**config.mk**
```make
export PLATFORM = sky130hd
export DESIGN_NAME = ext_irq_level_qualifier
export DESIGN_NICKNAME = d
export VERILOG_FILES = /design/src/rtl/irq_qual_pkg.sv /design/src/rtl/irq_pin_sync.sv /design/src/rtl/irq_level_filter.sv /design/src/rtl/irq_pending_bank.sv /design/src/rtl/ext_irq_level_qualifier.sv
export SDC_FILE = /design/constraint.sdc
export NUM_CORES = 1
export LEC_CHECK = 0
export BUFFER_PORTS_ARGS = -buffer_cell sky130_fd_sc_hd__buf_2
export CAP_MARGIN = 20
export CORE_MARGIN = 3
export CORE_UTILIZATION = 47
export CTS_BUF_LIST = sky130_fd_sc_hd__clkbuf_8 sky130_fd_sc_hd__clkbuf_16
export DETAILED_ROUTE_END_ITERATION = 8
export GPL_TIMING_DRIVEN = 0
export PLACE_DENSITY = 0.73
export SYNTH_ARGS = -nofsm -noshare
export SYNTH_HDL_FRONTEND = slang
export SYNTH_SLANG_ARGS = --single-unit
```
**constraint.sdc**
```tcl
create_clock -name clk -period 1.65 [get_ports clk]
set_input_delay 0.2475 -clock clk [delete_from_list [all_inputs] [get_ports clk]]
set_output_delay 0.2475 -clock clk [all_outputs]
set_load 0.01 [all_outputs]
```
**src/rtl/irq_qual_pkg.sv**
```systemverilog
// Package: shared defaults for the external interrupt level qualifier.
// Assumes: level codes are unsigned binary, level 0 means no request.
package irq_qual_pkg;
    localparam int unsigned DEF_LVL_W       = 3;
    localparam int unsigned DEF_SYNC_STAGES = 2;
endpackage

```
**src/rtl/irq_pin_sync.sv**
```systemverilog
// Module: irq_pin_sync
// Inverts the active-low pin code into a level number and carries it
// through a chain of flip-flops into the clk domain.
// Assumes: the pin code changes slowly relative to clk; multi-bit skew
// is tolerated because the downstream filter requires two equal samples.
module irq_pin_sync #(
    parameter int unsigned LVL_W  = irq_qual_pkg::DEF_LVL_W,
    parameter int unsigned STAGES = irq_qual_pkg::DEF_SYNC_STAGES
) (
    input  logic             clk,
    input  logic             rst_n,
    input  logic [LVL_W-1:0] pins_n,
    output logic [LVL_W-1:0] sync_lvl
);
    logic [LVL_W-1:0] stage_q [STAGES];

    genvar s;
    generate
        for (s = 0; s < STAGES; s++) begin : g_stage
            if (s == 0) begin : g_first
                // Capture the inverted pin code.
                always_ff @(posedge clk) begin
                    if (!rst_n) stage_q[0] <= '0;
                    else        stage_q[0] <= ~pins_n;
                end
            end else begin : g_next
                // Shift the level one stage further along.
                always_ff @(posedge clk) begin
                    if (!rst_n) stage_q[s] <= '0;
                    else        stage_q[s] <= stage_q[s-1];
                end
            end
        end
    endgenerate

    assign sync_lvl = stage_q[STAGES-1];
endmodule

```
**src/rtl/irq_level_filter.sv**
```systemverilog
// Module: irq_level_filter
// Accepts a synchronized level only when two consecutive samples agree,
// and holds the accepted level. The strobe stays high for as long as the
// input is steady, so an accepted level is re-applied every cycle.
// Assumes: sync_lvl is already in the clk domain.
module irq_level_filter #(
    parameter int unsigned LVL_W = irq_qual_pkg::DEF_LVL_W
) (
    input  logic             clk,
    input  logic             rst_n,
    input  logic [LVL_W-1:0] sync_lvl,
    output logic             qual_stb,
    output logic [LVL_W-1:0] cand_lvl,
    output logic [LVL_W-1:0] qual_level
);
    logic [LVL_W-1:0] prev_q;
    logic [LVL_W-1:0] qual_q;

    // Keep the previous synchronized sample for comparison.
    always_ff @(posedge clk) begin
        if (!rst_n) prev_q <= '0;
        else        prev_q <= sync_lvl;
    end

    assign qual_stb = (sync_lvl == prev_q);
    assign cand_lvl = sync_lvl;

    // Latch the candidate as the qualified level once it is steady.
    always_ff @(posedge clk) begin
        if (!rst_n)        qual_q <= '0;
        else if (qual_stb) qual_q <= sync_lvl;
    end

    assign qual_level = qual_q;
endmodule

```
**src/rtl/irq_pending_bank.sv**
```systemverilog
// Module: irq_pending_bank
// One pending flag per nonzero level. Each flag is set when its level is
// accepted, dropped when a lower level is accepted, and dropped when an
// acknowledge names it while the pins drive some other level.
// Assumes: qual_stb/cand_lvl come from the filter and qual_level is the
// level held before this edge.
module irq_pending_bank #(
    parameter int unsigned LVL_W   = irq_qual_pkg::DEF_LVL_W,
    localparam int unsigned NUM_LVL = (1 << LVL_W) - 1
) (
    input  logic               clk,
    input  logic               rst_n,
    input  logic               qual_stb,
    input  logic [LVL_W-1:0]   cand_lvl,
    input  logic [LVL_W-1:0]   qual_level,
    input  logic               ack_done,
    input  logic [LVL_W-1:0]   ack_level,
    output logic [NUM_LVL-1:0] pending
);
    logic [NUM_LVL-1:0] pend_q;
    logic [NUM_LVL-1:0] pend_nxt;
    logic               ack_fire;
    logic               drop_evt;

    // An acknowledge matters only for a nonzero level the pins left.
    assign ack_fire = ack_done && (ack_level != '0) && (ack_level != qual_level);
    // A steady candidate below the held level is a drop in priority.
    assign drop_evt = qual_stb && (cand_lvl < qual_level);

    genvar g;
    generate
        for (g = 0; g < NUM_LVL; g++) begin : g_flag
            localparam logic [LVL_W-1:0] LVL = LVL_W'(g + 1);
            logic clr_ack, clr_drop, set_new;
            // Work out the next state of this level's flag; set wins.
            always_comb begin
                clr_ack     = ack_fire && (ack_level == LVL);
                clr_drop    = drop_evt && (LVL > cand_lvl);
                set_new     = qual_stb && (cand_lvl == LVL);
                pend_nxt[g] = set_new || (pend_q[g] && !clr_ack && !clr_drop);
            end
        end
    endgenerate

    // Register the pending flags.
    always_ff @(posedge clk) begin
        if (!rst_n) pend_q <= '0;
        else        pend_q <= pend_nxt;
    end

    assign pending = pend_q;
endmodule

```
**src/rtl/ext_irq_level_qualifier.sv**
```systemverilog
// Module: ext_irq_level_qualifier (top)
// Synchronizes an active-low priority code, qualifies it over two equal
// samples and keeps per-level pending flags for an interrupt controller.
// Assumes: ack_done is a one-cycle strobe in the clk domain.
module ext_irq_level_qualifier #(
    parameter int unsigned LVL_W       = irq_qual_pkg::DEF_LVL_W,
    parameter int unsigned SYNC_STAGES = irq_qual_pkg::DEF_SYNC_STAGES
) (
    input  logic                      clk,
    input  logic                      rst_n,
    input  logic [LVL_W-1:0]          irq_pins_n,
    input  logic                      ack_done,
    input  logic [LVL_W-1:0]          ack_level,
    output logic [(2**LVL_W)-2:0]     pending_lvl,
    output logic [LVL_W-1:0]          qual_level
);
    logic [LVL_W-1:0] sync_lvl;
    logic             qual_stb;
    logic [LVL_W-1:0] cand_lvl;

    irq_pin_sync #(.LVL_W(LVL_W), .STAGES(SYNC_STAGES)) sync_i (
        .clk      (clk),
        .rst_n    (rst_n),
        .pins_n   (irq_pins_n),
        .sync_lvl (sync_lvl)
    );

    irq_level_filter #(.LVL_W(LVL_W)) filt_i (
        .clk        (clk),
        .rst_n      (rst_n),
        .sync_lvl   (sync_lvl),
        .qual_stb   (qual_stb),
        .cand_lvl   (cand_lvl),
        .qual_level (qual_level)
    );

    irq_pending_bank #(.LVL_W(LVL_W)) bank_i (
        .clk        (clk),
        .rst_n      (rst_n),
        .qual_stb   (qual_stb),
        .cand_lvl   (cand_lvl),
        .qual_level (qual_level),
        .ack_done   (ack_done),
        .ack_level  (ack_level),
        .pending    (pending_lvl)
    );
endmodule

```
### After elaboration in Yosys (flattened, before gate mapping)

Memories as Yosys holds them, arrays and structs flattened.
Cells that the tools add are included.
Widths: inputs -> output; s select.

* $lt $le $gt $ge: 8
* equal/unequal tests: 16
* muxes and demuxes: 4
* bitwise logic cells: 3
* reductions and logical operators: 60

Operator list (count)
* $logic_and 1x1->1: 38
* $eq 3x3->1 const B: 8
* $logic_not 1->1: 14
* $eq 3x2->1 const B: 4
* $gt 3x3->1 const A: 4
* $logic_or 1x1->1: 7
* $eq 3x1->1 const B: 2
* $gt 2x3->1 const A: 2
* $mux 3: 2
* $eq 3x3->1: 1
* $gt 1x3->1 const A: 1
* $lt 3x3->1: 1
* $ne 3x3->1: 1
* $not 3->3: 1
* $reduce_bool 3->1: 1
* $mux 1: 2
* $or 1x1->1: 2

* register bits: 13
* memory bits (writable): 6
* bits of input ports: 9
* output and inout bits: 10
* memories kept: 1

Memories
* sync_i.stage_q: words 2, bits a word 3, rd ports 2, clocked after Yosys merged registers in 0, wr ports 2, RTL line irq_pin_sync.sv:15 `logic [LVL_W-1:0] stage_q [STAGES];`

### Longest topological paths before layout

* depth in word-level cells: 8
* mapped depth: 6
* gate-level depth less buffers: 6

### Hierarchy

From an unflattened synthesis, not the netlist that was laid out.

* cell total of the unflattened synthesis: 105
* area total of the unflattened synthesis: 991.0 um2

By module, submodules not included
* irq_pending_bank: times used 1, cells each 66, area an instance 563.0 um2, seq. area each 140.1 um2
* irq_level_filter: times used 1, cells each 27, area an instance 259.0 um2, seq. area each 120.1 um2
* irq_pin_sync: times used 1, cells each 12, area an instance 168.9 um2, seq. area each 120.1 um2

### Worst setup path after synthesis

Ideal clock, no wire load.

* kind: reg-to-reg
* start: reg filt_i.qual_q[2] (netlist: filt_i.qual_level[2])
* end: reg bank_i.pend_q[1] (netlist: bank_i.pending[1])
* library setup time: 86 ps
* arrival time: 1624 ps
* required time: 1564 ps
* slack: -60 ps
* cell stages (with the launch flop): 7
* buffers on the path: 0
* cells stage by stage: dfxtp_1 > inv_1 > ha_1 > nand2_1 > o21ai_0 > nor3_1 > a221oi_2

* cells in the longest elaborated chain, start to end: 7

RTL lines
* start: declaration: RTL line irq_level_filter.sv:17 `logic [LVL_W-1:0] qual_q;`
* start signal: assignment: RTL line irq_level_filter.sv:31 `else if (qual_stb) qual_q <= sync_lvl;`
* parallel branches: the longest is 5 deep, another holds $lt 3x3->1
* $logic_and 1x1->1 (*): RTL line irq_pending_bank.sv:40 `pend_nxt[g] = set_new || (pend_q[g] && !clr_ack && !clr_drop);`
* $logic_or 1x1->1 (*): RTL line irq_pending_bank.sv:40
* end signal: assignment: RTL line irq_pending_bank.sv:48 `else pend_q <= pend_nxt;`
* end: declaration: RTL line irq_pending_bank.sv:20 `logic [NUM_LVL-1:0] pend_q;`

Every way passes the cells marked *.
A chain may end at the register's enable or synchronous reset.

==> impl_metrics.yaml <==
grt:
  first_global_vias: 740
  grt_max_degree: 11
  grt_pass1_wl_mm: 3.346
  antenna_found_initial: 0
  groute.usage.overall_pct: 17.58
  gr-total-overflow: 0
critical_path:
  cp.required_ns: 1.78
  start_kind: "register"
  crit_fanout: 12
  slowest_delay_ns: 0.39
  critical_path_class: "reg2reg"
  crit_chain: "xnor2_1 -> nand3_1 -> buf_2 -> o41ai_2 -> o41ai_1"
  crit_path_end_kind: "register"
  arrival_ns: 1.71
  crit_path_top_delay_cell: "dfxtp_4"
synth:
  synth-edff-count: 0
  synth_compound_area_share_pct: 19.76
  syn_nets: 116
  syn_avg_cell_area_um2: 8.925
  synth_fa_ha_area_share_pct: 2.670
  syn_inst: 105
  synth.area.mux_share_pct: 2.136
  synth-seq-cells: 19
  synth_top_cell_by_area: "dfxtp_1"
  seq_area_frac_synth_pct: 40.59
  synthSimpleGateAreaFrac_pct: 22.30
  synth_flop_cell: "dfxtp_1"
  syn-cell-area_um2: 937.1
  yosys.area_share.xor_xnor_pct: 6.542
  synthTopCellsByArea: "dfxtp_1, xnor2_1, and2_1"
  synthArstFlopShare_pct: 0
  synth_top_family_by_area: "simple AND/OR/NAND/NOR gates"
  yosys.cell_types.count: 37
  synth_top_area_share_pct: 40.59
  ys_warn_count: 0
clocking:
  cts_max_level: 1
  clock-sinks: 19
  cts.path.max_buffers: 2
  root_buffer: "clkbuf_8"
  clk_pin_slew_ns: 0.07
  cts_buffers: 3
  clk_latency_ns: 0.25
  tritoncts: "built"
  hold_buffers: 0
timing:
  min_period_ns: 1.585
  final-hold-violation-count: 0
  slew_headroom_pct: 73.31
  drv_slew: 0
  rsz0062_at_grt: "false"
  max_freq_ghz: 0.6311
  setup_ws_ns: 0.06535
  setup_viol: 0
  finalCritPeriodShare_pct: 96.04
  worst_clock_skew_ns: 0.003970
  max_slew.worst_pin.slew_ns: 0.3952
floorplan:
  die_height_um: 50.66
  initial_core_util_pct: 52.01
  core_um2: 1802
  placement_rows: 15
  die_w_um: 50.66
  num_io_pins: 19
  die_area_um2: 2566
route:
  drt_wl_total_mm: 2.026
  via_per_inst: 5.625
  wire_per_inst_um: 13.33
  drc_errors: 0
  drtIter0Drc: 28
  vias: 855
  postRouteAntennaNets: 0
  first_pass_iters: 4
finish:
  syn2layout_area_growth_pct: 23.36
  finalInstanceArea_um2: 1156
  drive_gt1_share_pct: 29.13
  nets: 139
  antenna_cells: 0
  fillers: 161
placement:
  placed_cell_area_um2: 1059
  place_congestion: 0.8530
  io_buffers: 18
  dp_hpwl_mm: 1.545
  post-place-ws_ns: -0.1415
power_and_ir_drop:
  p_total_uw: 911.0
  ir_drop_uv: 514.7
  p_leak_nw: 0.4761
  pwr_density_cell_nw_per_um2: 788.0
hold_path:
  hold_path.class: "in2reg"
status:
  run_status: "completed"
run:
  maxCapViolations: 0
[layout by cell type, fill, tap and decap left out, types with 2 or more instances in the layout]
master and instances:
nand2_1 6, nor3_1 4, dfxtp_1 16, nand2b_1 3, nand3_1 6, inv_1 8, a311o_1 2, buf_2 21
nor2_1 6, mux2i_1 2, and2_1 5, a21oi_1 3, clkbuf_8 3, or4_1 2, o41ai_1 2, xor2_1 3
o311ai_0 2, a211oi_1 2, dfxtp_4 2, xnor2_1 3
[path summary, 6_finish.rpt]
path,start,slack (ns),cells after the start,endpoint
setup / recovery,sync_i.stage_q[1][2],0.07,5,bank_i.pending[0]
hold / removal,irq_pins_n[1],0.14,2,sync_i.stage_q[0][1]
setup reg to reg,sync_i.stage_q[1][2],0.07,5,bank_i.pending[0]
hold reg to reg,sync_i.stage_q[0][0],0.43,1,sync_i.stage_q[1][0]
[synth_stat cells (2+ instances only)]
cell type  instances
a211oi_1           2
a21oi_1            4
a311o_1            2
and2_1             5
buf_2              3
dfxtp_1           19
ha_1               2
inv_1              7
mux2i_1            2
nand2_1            6
nand2b_1           3
nand3_1            6
nor2_1             6
nor3_1             5
o21ai_0            2
o311ai_0           2
o41ai_1            3
or4_1              2
xnor2_1            4
xor2_1             3
[cells by family after synthesis]
family / Yosys count
muxes: 2
DFF: 19
adders and majority gates: 2
and+or+nand+nor: 39
AOI/OAI and AO/OA: 24
xor gates and xnor gates: 7
buffers and inverters: 12
[where the power goes]
| group | switching [mW] | leakage, nW | internal (mW) |
|---|---|---|---|
| Combinational | 0.0753 | 0.292 | 0.0498 |
| Clock | 0.140 | 0.0269 | 0.165 |
| Sequential | 0.0112 | 0.157 | 0.470 |
| Total | 0.226 | 0.476 | 0.685 |
[routing by layer]
metal	share of wire (%)	track usage (%)	vias up
met1	44	21.72	393
met4	1.0	8.072	0
li1	-	-	429
met2	50	29.78	29
met5	0	0	-
met3	5.3	2.671	4
[cell type report]
type | instances | area (um2) | area share (%)
Multi-Input combinational cell | 74 | 548.0 | 47.40
Sequential cell | 19 | 389.1 | 33.66
Clock inverter | 1 | 3.754 | 0.3247
Clock buffer | 3 | 41.29 | 3.571
Tap cell | 25 | 31.28 | 2.706
Buffer | 4 | 18.77 | 1.623
Timing Repair Buffer | 19 | 97.59 | 8.442
Inverter | 7 | 26.28 | 2.273
[flip-flops by register name, summed over array words and instances, names as in the netlist]
name	flops
bank_i.pending	7
filt_i.prev_q	3
filt_i.qual_level	3
sync_i.stage_q	6
[critical path, delay by kind of cell (launching register included)]
| family | cells | cell delay, ns |
|---|---|---|
| compound gates | 2 | 0.43 |
| flops | 1 | 0.39 |
| xor+xnor | 1 | 0.27 |
| buf+inv | 1 | 0.21 |
| simple gates | 1 | 0.14 |
[stage by stage]
step	hold slack (ns)	TNS [ns]	utilization, %	std cells
after floorplan	0.3199	0	-	105
after global placement	0.4050	-0.4093	58.75	148
after detailed placement	0.4106	-0.4822	58.75	148
final	0.1436	0	64.17	152
after global routing	0.1400	0	64.17	152
after CTS	0.1435	-0.01971	62.22	152
[timing repair]
item / 4_1_cts / 5_1_grt
pin swaps: 0 / 4
buffers inserted: 0 / 1
resized for setup: 4 / 8
endpoints found under the setup margin: 5 / 7
Note: power is estimated with default switching activity, not from simulation.
